--- src/rtl/rx_ring_ptr_regs.sv ---
module rx_ring_ptr_regs #(
  parameter logic [31:0] CFG_KEEP_MASK = 32'hF0FC0040,
  parameter int MIN_LOG2 = 13,
  parameter int SIZE_LSB = 11,
  parameter int PTR_BIAS = 16,
  localparam int PTR_W  = MIN_LOG2 + 3,
  localparam int SIZE_W = PTR_W + 1
) (
  input  logic              clk,
  input  logic              rst_n,
  input  logic              host_we,
  input  logic [1:0]        host_sel,
  input  logic [31:0]       host_wdata,
  output logic [31:0]       host_rdata,
  input  logic              dma_wp_load,
  input  logic [PTR_W-1:0]  dma_wp_value,
  output logic [SIZE_W-1:0] ring_size,
  output logic [PTR_W-1:0]  ring_wr_ptr,
  output logic [PTR_W-1:0]  ring_rd_ptr,
  output logic [31:0]       ring_base
);
  localparam logic [1:0] SEL_CFG  = 2'd0;
  localparam logic [1:0] SEL_RDP  = 2'd1;
  localparam logic [1:0] SEL_BASE = 2'd2;

  logic [31:0]      cfg_q;
  logic [PTR_W-1:0] wrap_mask;
  logic             cfg_wr, rdp_wr, base_wr;
  logic [31:0]      rdp_biased;
  logic [PTR_W-1:0] rdp_unbiased;

  assign cfg_wr  = host_we && host_sel == SEL_CFG;
  assign rdp_wr  = host_we && host_sel == SEL_RDP;
  assign base_wr = host_we && host_sel == SEL_BASE;

  assign ring_size    = SIZE_W'(1) << (MIN_LOG2 + int'(cfg_q[SIZE_LSB+1:SIZE_LSB]));
  assign wrap_mask    = PTR_W'(ring_size - SIZE_W'(1));
  assign rdp_biased   = host_wdata + 32'(PTR_BIAS);
  assign rdp_unbiased = ring_rd_ptr - PTR_W'(PTR_BIAS);

  always_ff @(posedge clk or negedge rst_n) begin
    if (!rst_n) begin
      cfg_q       <= '0;
      ring_base   <= '0;
      ring_wr_ptr <= '0;
      ring_rd_ptr <= '0;
      host_rdata  <= '0;
    end else begin
      unique case (host_sel)
        SEL_CFG:  host_rdata <= cfg_q;
        SEL_RDP:  host_rdata <= 32'(rdp_unbiased);
        SEL_BASE: host_rdata <= ring_base;
        default:  host_rdata <= '0;
      endcase
      if (base_wr) ring_base <= host_wdata;
      if (cfg_wr) begin
        cfg_q       <= (cfg_q & CFG_KEEP_MASK) | (host_wdata & ~CFG_KEEP_MASK);
        ring_wr_ptr <= '0;
        ring_rd_ptr <= '0;
      end else begin
        if (dma_wp_load) ring_wr_ptr <= dma_wp_value & wrap_mask;
        if (rdp_wr)      ring_rd_ptr <= PTR_W'(rdp_biased) & wrap_mask;
      end
    end
  end
endmodule

--- config.mk ---
export PLATFORM = sky130hd
export DESIGN_NAME = rx_ring_ptr_regs
export DESIGN_NICKNAME = d
export VERILOG_FILES = /design/src/rtl/rx_ring_ptr_regs.sv
export SDC_FILE = /design/constraint.sdc
export NUM_CORES = 1
export LEC_CHECK = 0
export CORE_ASPECT_RATIO = 2
export CORE_MARGIN = 2
export CORE_UTILIZATION = 46
export DETAILED_ROUTE_END_ITERATION = 8
export HOLD_SLACK_MARGIN = 0.06
export PLACE_DENSITY_LB_ADDON = 0.08
export SLEW_MARGIN = 20
export SYNTH_ARGS = -nofsm -noshare
export SYNTH_HDL_FRONTEND = slang
export SYNTH_SLANG_ARGS = --single-unit
--- constraint.sdc ---
create_clock -name clk -period 1.96 [get_ports clk]
set_input_delay 0.392 -clock clk [delete_from_list [all_inputs] [get_ports clk]]
set_output_delay 0.392 -clock clk [all_outputs]
set_load 0.02 [all_outputs]
### After elaboration in Yosys (flattened, before gate mapping)

Cells that the tools add are included.

| cells by class | value |
|---|---|
| $add $sub $neg | 4 |
| equal/unequal tests | 2 |
| shifts and indexed selects | 1 |
| mux-type cells | 5 |
| bitwise operators | 3 |
| reduce and logical (&&, ||, !) cells | 6 |

Operators with widths:

| kind | number |
|---|---|
| 32-bit one-hot mux with 3 select lines | 1 |
| 16-bit two-way mux | 4 |
| 16-bit AND | 2 |
| 32-bit by 28-bit OR with 32-bit output | 1 |
| 1-bit by 5-bit left shift with 17-bit output, first input constant | 1 |
| 16-bit by 5-bit adder with 16-bit output, second input constant | 1 |
| 16-bit by 1-bit subtractor with 16-bit output, second input constant | 1 |
| 16-bit by 5-bit subtractor with 16-bit output, second input constant | 1 |
| 4-bit by 2-bit adder with 5-bit output, first input constant | 1 |
| 2-bit nonzero test | 2 |
| 1-bit logical AND | 3 |
| 2-bit by 1-bit equality test with 1-bit output, second input constant | 1 |
| 2-bit equality test, second input constant | 1 |
| 2-bit logical NOT | 1 |

| storage, ports and cells | value |
|---|---|
| flip-flop bits (word level) | 128 |
| bits of input ports | 54 |
| output and inout bits | 113 |

### Longest topological paths before layout

Gate-level depths: netlist (run 1).

| logic depth | value |
|---|---|
| word-level depth | 6 |
| mapped depth | 7 |

### Worst setup path after synthesis (run 1)

No wires, ideal clock.

| timing path | value |
|---|---|
| path kind | input to register |
| from | input host_sel[1] |
| to | register cfg_q[10] |
| setup time | 0.125 ns |
| arrival | 1.550 ns |
| setup slack | 0.285 ns |
| stages | 6 |
| path buffers | 3 |
| path through | buf_2 -> nand2b_1 -> clkbuf_1 -> nor2_4 -> buf_4 -> mux2_2 |

| between the ends | value |
|---|---|
| longest elaborated chain between the ends | 2 |

RTL lines:

| element | RTL line | source |
|---|---|---|
| from (decl) | 12 | `input logic [1:0] host_sel,` |
| 2-bit logical NOT | 32 | `assign cfg_wr = host_we && host_sel == SEL_CFG;` |
| 1-bit logical AND | 32 |  |
| to (signal assigned) | 57 | `cfg_q <= (cfg_q & CFG_KEEP_MASK) \| (host_wdata & ~CFG_KEEP_MASK);` |
| to (decl) | 26 | `logic [31:0] cfg_q;` |

Every way passes these cells.
A chain may end at the register's enable or synchronous reset.

### Worst setup path in the final report (run 1)

| timing path | value |
|---|---|
| from | register ring_rd_ptr[4] |
| to | output ring_rd_ptr[4] |

RTL lines:

| element | RTL line | source |
|---|---|---|
| from (decl) | 19 | `output logic [PTR_W-1:0] ring_rd_ptr,` |
| from (signal assigned) | 62 | `if (rdp_wr) ring_rd_ptr <= PTR_W'(rdp_biased) & wrap_mask;` |

No word-level cell between the ends.

==> results of run 1 <==
## where the power goes
| part | leakage (nW) | switching (mW) | internal (mW) |
|---|---|---|---|
| clock | 0.300 | 1.13 | 2.17 |
| combinational | 1.61 | 0.923 | 0.969 |
| sequential | 1.46 | 0.232 | 2.77 |
| total | 3.37 | 2.29 | 5.91 |
## cells in the mapped netlist, types with 9 or more instances
master	number
dfrtp_1	117
mux2_2	50
nand2_1	35
mux2i_1	28
o21ai_0	22
nor2_1	19
nand3_1	16
xnor2_1	16
buf_4	15
and2_1	11
clkbuf_1	11
nand2b_1	11
o22ai_1	10
a21oi_1	9
## how the worst max path moves through the flow
stage                   start         endpoint  slack [ps]  cells past startpoint
4_1_cts        ring_rd_ptr[9]   ring_rd_ptr[9]           5                      1
5_1_grt        ring_rd_ptr[5]   ring_rd_ptr[5]           7                      1
6_report       ring_rd_ptr[4]   ring_rd_ptr[4]          60                      1
3_3_place_gp    host_wdata[4]  ring_rd_ptr[14]         -20                      6
2_1_floorplan     host_sel[1]        cfg_q[10]         280                      6
3_5_place_dp    host_wdata[4]  ring_rd_ptr[14]         -80                      6
## layer usage
metal	wire (um)	vias to the layer above	share of wire
li1	-	1779	-
met4	425	0	0.033
met3	663	32	0.051
met1	4820	1863	0.37
met2	7120	132	0.55
met5	0	-	0
## stage by stage
stage           util  power, mW  instances  setup slack (ps)  cell area [um2]
3_3_place_gp   0.635       4.91        724             -18.6             6910
4_1_cts        0.695       8.29        757              4.96             7560
6_report       0.695       8.20        757              64.0             7560
5_1_grt        0.695       8.55        757              6.94             7560
2_1_floorplan      -       3.98        438               285             5150
3_5_place_dp   0.635       4.95        724             -76.6             6910
## logic make-up after synthesis
| family | count (synthesis) |
|---|---|
| compound gates | 45 |
| simple gates | 115 |
| flops | 117 |
| buf+inv | 41 |
| xor+xnor | 20 |
| fa+ha+maj | 5 |
| mux | 78 |
| other cells | 2 |
## sequential cells by signal (all words and copies together), names as in the netlist
register and cells:
ring_base 32, ring_wr_ptr 16, host_rdata 32, ring_rd_ptr 16, cfg_q 21
## repair_timing
action / in CTS / in global routing
setup endpoints to repair: 4 / 3
hold buffers: 1 / 0
hold endpoints to repair: 36 / 0
resized for setup: 5 / 3
## final cells by class
cell class | count | area, um2 | share of cell area
inverters | 6 | 22.5 | 0.00298
clock buffers | 18 | 439 | 0.0581
flip-flops and latches | 117 | 2930 | 0.387
clock inverters | 14 | 199 | 0.0263
multi-input cells | 280 | 2000 | 0.265
repair buffers | 182 | 1800 | 0.238
well taps | 140 | 175 | 0.0232
==> qor.csv, run 1 <==
stage,metric,value,unit
worst_setup_path,crit_chain,clkdlybuf4s50_1,
job,drv_cap,0,
yosys,ys_types,35,
worst_setup_path,cpPeakStageDelay,650,ps
clocking,clock_latency,410,ps
worst_setup_path,cp.required,1570,ps
global_routing,grt_use_met2,0.415,
layout,antennaDiodeCount,0,
sta,fin_skew,6.09,ps
sta,setup_tns,0,ps
floorplanning,core-area,10900,um2
routing,wl,13000,um
floorplanning,rows,54,
yosys,synth-simple-area-share,0.119,
layout,fillers,821,
floorplanning,die_w,78.4,um
yosys,async_reset_ff_frac,1.00,
layout,layout.cells.most_common,clkdlybuf4s50_1,
sta,timing.hold.ws,496,ps
routing,ant_nets,0,
clocking,cts_setup_buffers,0,
worst_setup_path,cp_top_family,buffers and inverters,
global_routing,antenna_found_initial,0,
worst_setup_path,start_kind,flop,
sta,fin_crit,1900,ps
yosys,yosys.area.top_type_share,0.575,
layout,final_nets,663,
placement,port_buffers,153,
global_routing,gr-usage-met1,0.244,
yosys,yosys.area_share.xor_xnor,0.0344,
floorplanning,initial_core_util,0.468,
global_routing,grt.overflow.total,0,
routing,routedWlPerCell,17.2,um
worst_setup_path,end_kind,primary output,
yosys,yosysWarnings,0,
global_routing,busiest_layer,met2,
yosys,ys_seq_area_frac,0.575,
layout,layout_common_cells,"clkdlybuf4s50_1 (144), dfrtp_1 (116), mux2_2 (50)",
floorplanning,top_level_ports,167,
sta,worstMarginPinSlew,522,ps
run_status,outcome,finished clean,
floorplanning,dieHeight,153,um
worst_setup_path,cp_max_fo,7,
yosys,synthMuxAreaShare,0.166,
routing,firstDrtPassIters,6,
min_path,hp-class,in -> async,
worst_setup_path,r2r_cells,4,
yosys,netlist_instances,423,
clocking,clk_pin_slew,60,ps
routing,drt_iter0_markers,173,
pwr,power_density,1080,nW/um2
sta,drv_slew,0,
routing,vias,3806,
clocking,cts_root_buf,clkbuf_16,
clocking,cts_max_path_buffers,2,
worst_setup_path,path_class,reg -> out,
placement,hpwl,9550,um
global_routing,grt_use_total,0.230,
sta,finalSetupViolCount,0,
layout,syn_to_final_growth,48.5,%
yosys,yosys-top-cells-area,"dfrtp_1 (57%), mux2_2 (11%), mux2i_1 (5.5%)",
yosys,avgSynthCellArea,12.0,um2
sta,slew_headroom,0.652,
sta,hold_violations,0,
global_routing,grt_pass1_wl,20900,um
yosys,synth-adder-area-share,0.0123,
clocking,cts_buffers,17,
worst_setup_path,critPathSlowestCell,clkdlybuf4s50_1,
worst_setup_path,r2r-start,ring_rd_ptr[6],
worst_setup_path,crit_buf_inv,1,
clocking,htree_levels,4,
clocking,clkSinkCount,117,
yosys,ys_seq_elements,117,
yosys,synth_compound_area_frac,0.0496,
global_routing,grt_pass1_vias,4140,
placement,gp_congestion,0.831,
yosys,synth_top_area_cell,dfrtp_1,
sta,period_share,0.967,
pwr,power.leakage,3.37,nW
worst_setup_path,reg2reg_slack,340,ps
routing,routed_via_density,5.03,
clocking,cts_tree,done,
worst_setup_path,rr_endpoint,host_rdata[13],
yosys,synthesis.area,5090,um2
yosys,synth_top_family_by_area,multiplexers,
worst_setup_path,arrival,1500,ps
sta,rsz0062_at_grt,no,
yosys,synth_edf_count,0,
global_routing,grtUsageMet3,0.0573,
sta,fmaxAchievable,527,MHz
global_routing,grt_start_max_net_pins,50,
layout,drive_gt1_frac,0.194,
routing,drc,0,
pwr,vdd_drop_max,0.836,mV
floorplanning,die-area,12000,um2
yosys,ys.flop_type,dfrtp_1,
(Power assumes the default switching activity.)
==> run 2, diff against run 1 <==
- TNS_END_PERCENT: unset -> 5
==> results of run 2 <==
The final DEF is identical to that of run 1; final timing and power are the same.
==> run 3, diff against run 2 <==
--- a/config.mk
+++ b/config.mk
@@ -8,5 +8,6 @@
 export CORE_ASPECT_RATIO = 2
-export CORE_MARGIN = 2
-export CORE_UTILIZATION = 46
+export CORE_MARGIN = 3
+export CORE_UTILIZATION = 63
 export DETAILED_ROUTE_END_ITERATION = 8
+export DONT_BUFFER_PORTS = 1
 export HOLD_SLACK_MARGIN = 0.06
==> constraint.sdc (replaced) <==
create_clock -name clk -period 1.96 [get_ports clk]
set_input_delay 0.588 -clock clk [delete_from_list [all_inputs] [get_ports clk]]
set_output_delay 0.588 -clock clk [all_outputs]
set_load 0.02 [all_outputs]
==> run 3 against run 2 <==
Effect of this change:
- the run now ends with hold timing left
- count of clock-buffer cells in the layout up 5
- global-route usage up 2.6 points
- utilization up 5.9 points
- worst setup slack worse by 30 ps
- critical path depth unchanged
- maximum frequency down 1.6%
- clock skew about the same
- cell count down 28%
- combinational power down 59%
- non-clock buffer count down 166
- flip-flop and latch count unchanged
- worst hold slack worse by 620 ps
==> qor.csv, run 3 (synthesis results as in run 1) <==
stage,metric,value,unit
run_status,outcome,"complete, but fails checks",
run_status,violations,hold timing,
clocking,clkSinkCount,117,
floorplanning,core-area,7710,um2
routing,routed_via_density,5.91,
clocking,cts_resized,0,
global_routing,grt_use_total,0.256,
placement,gp_congestion,0.916,
floorplanning,dieHeight,133,um
min_path,hp-class,in -> async,
floorplanning,top_level_ports,167,
clocking,cts_setup_buffers,0,
worst_setup_path,r2r_cells,4,
global_routing,grt.overflow.total,0,
placement,hpwl,8040,um
clocking,clock_latency,400,ps
clocking,htree_levels,4,
worst_setup_path,cp.required,1370,ps
sta,fin_skew,5.64,ps
clocking,cts_max_path_buffers,2,
pwr,switchingPower,2.01,mW
layout,antennaDiodeCount,0,
worst_setup_path,arrival,1340,ps
routing,drc,0,
routing,routedWlPerCell,21.3,um
worst_setup_path,critical_path_depth,1,
pwr,p_clk_frac,0.437,
layout,design_area,5820,um2
global_routing,grt_pass1_vias,3455,
routing,firstDrtPassIters,4,
routing,vias,3223,
sta,hold_violations,117,
sta,period_share,0.983,
routing,ant_nets,0,
placement,placed_area,5200,um2
layout,largest_registers,"host_rdata (32), ring_base (32), cfg_q (21)",
sta,drv_slew,0,
layout,layout_common_cells,"dfrtp_1 (117), mux2_2 (50), nand2_1 (35)",
pwr,pwr-share-comb,0.105,
floorplanning,initial_core_util,0.660,
layout,drive_gt1_frac,0.224,
global_routing,grt_pass1_wl,18000,um
pwr,vdd_drop_max,0.762,mV
sta,slew_headroom,0.668,
pwr,p_sw_frac,0.273,
routing,wl,11600,um
worst_setup_path,cp_top_family,flip-flops,
layout,syn_to_final_growth,14.3,%
clocking,clk_pin_slew,50,ps
pwr,power_frac_seq,0.458,
floorplanning,die_w,69.6,um
worst_setup_path,crit_buf_inv,0,
global_routing,grt_start_max_net_pins,118,
job,drv_cap,0,
worst_setup_path,reg2reg_slack,290,ps
sta,setup_tns,0,ps
worst_setup_path,critPathSlowestCell,dfrtp_1,
worst_setup_path,path_class,reg -> out,
pwr,power_density,1260,nW/um2
layout,final_util,0.755,
sta,worstMarginPinSlew,496,ps
sta,fin_crit,1930,ps
worst_setup_path,end_kind,primary output,
floorplanning,die-area,9270,um2
placement,port_buffers,0,
clocking,cts_tree,done,
clocking,cts_buffers,17,
sta,timing.hold.ws,-121,ps
pwr,p_int,5.35,mW
floorplanning,rows,45,
routing,drt_iter0_markers,166,
sta,rsz0062_at_grt,yes,
clocking,cts_root_buf,clkbuf_16,
worst_setup_path,cpPeakStageDelay,530,ps
worst_setup_path,crit_chain,nor2b_1,
sta,finalSetupViolCount,0,
worst_setup_path,start_kind,flop,
layout,layout.cells.most_common,dfrtp_1,
sta,fmaxAchievable,519,MHz
global_routing,antenna_found_initial,0,
layout,final_nets,497,
pwr,power.leakage,2.66,nW
worst_setup_path,cp_max_fo,9,
## run 3: final cells by class
| class | instances | area (um2) |
|---|---|---|
| sequential | 117 | 2930 |
| multi-input combinational | 280 | 2000 |
| fill | 533 | 1890 |
| clock buffer | 23 | 468 |
| clock inverter | 9 | 150 |
| timing repair buffer | 16 | 133 |
| tap | 94 | 118 |
| inverter | 6 | 22.5 |
## run 3: metrics by stage
stage	total power [mW]	cells	setup WS, ps
3_5_place_dp	4.17	513	301
6_report	7.36	545	33.6
5_1_grt	7.62	545	-15.1
4_1_cts	7.40	545	14.6
2_1_floorplan	3.98	438	88.7
3_3_place_gp	4.13	513	344
## run 3: worst paths after layout
kind                           startpoint              to
min in group clk              host_sel[0]  host_rdata[17]
setup reg to reg           ring_rd_ptr[5]  host_rdata[13]
setup / recovery                cfg_q[12]   ring_size[15]
hold / removal                      rst_n    ring_base[5]
hold reg to reg                 cfg_q[10]       cfg_q[10]
max in group asynchronous           rst_n  host_rdata[12]
## run 3: power groups by stage
stage	clock network, mW	logic (mW)	registers, mW
floorplan	0	0.652	3.33
global placement	0	0.728	3.40
detailed placement	0	0.759	3.41
CTS	3.25	0.772	3.38
global route	3.37	0.845	3.41
finish	3.22	0.770	3.37
## run 3: routing by layer
metal,track usage,part of all wire,vias to the layer above
met4,0.112,0.022,0
met3,0.0959,0.074,21
met1,0.261,0.35,1612
met2,0.459,0.55,138
li1,-,-,1452
met5,0,0,-
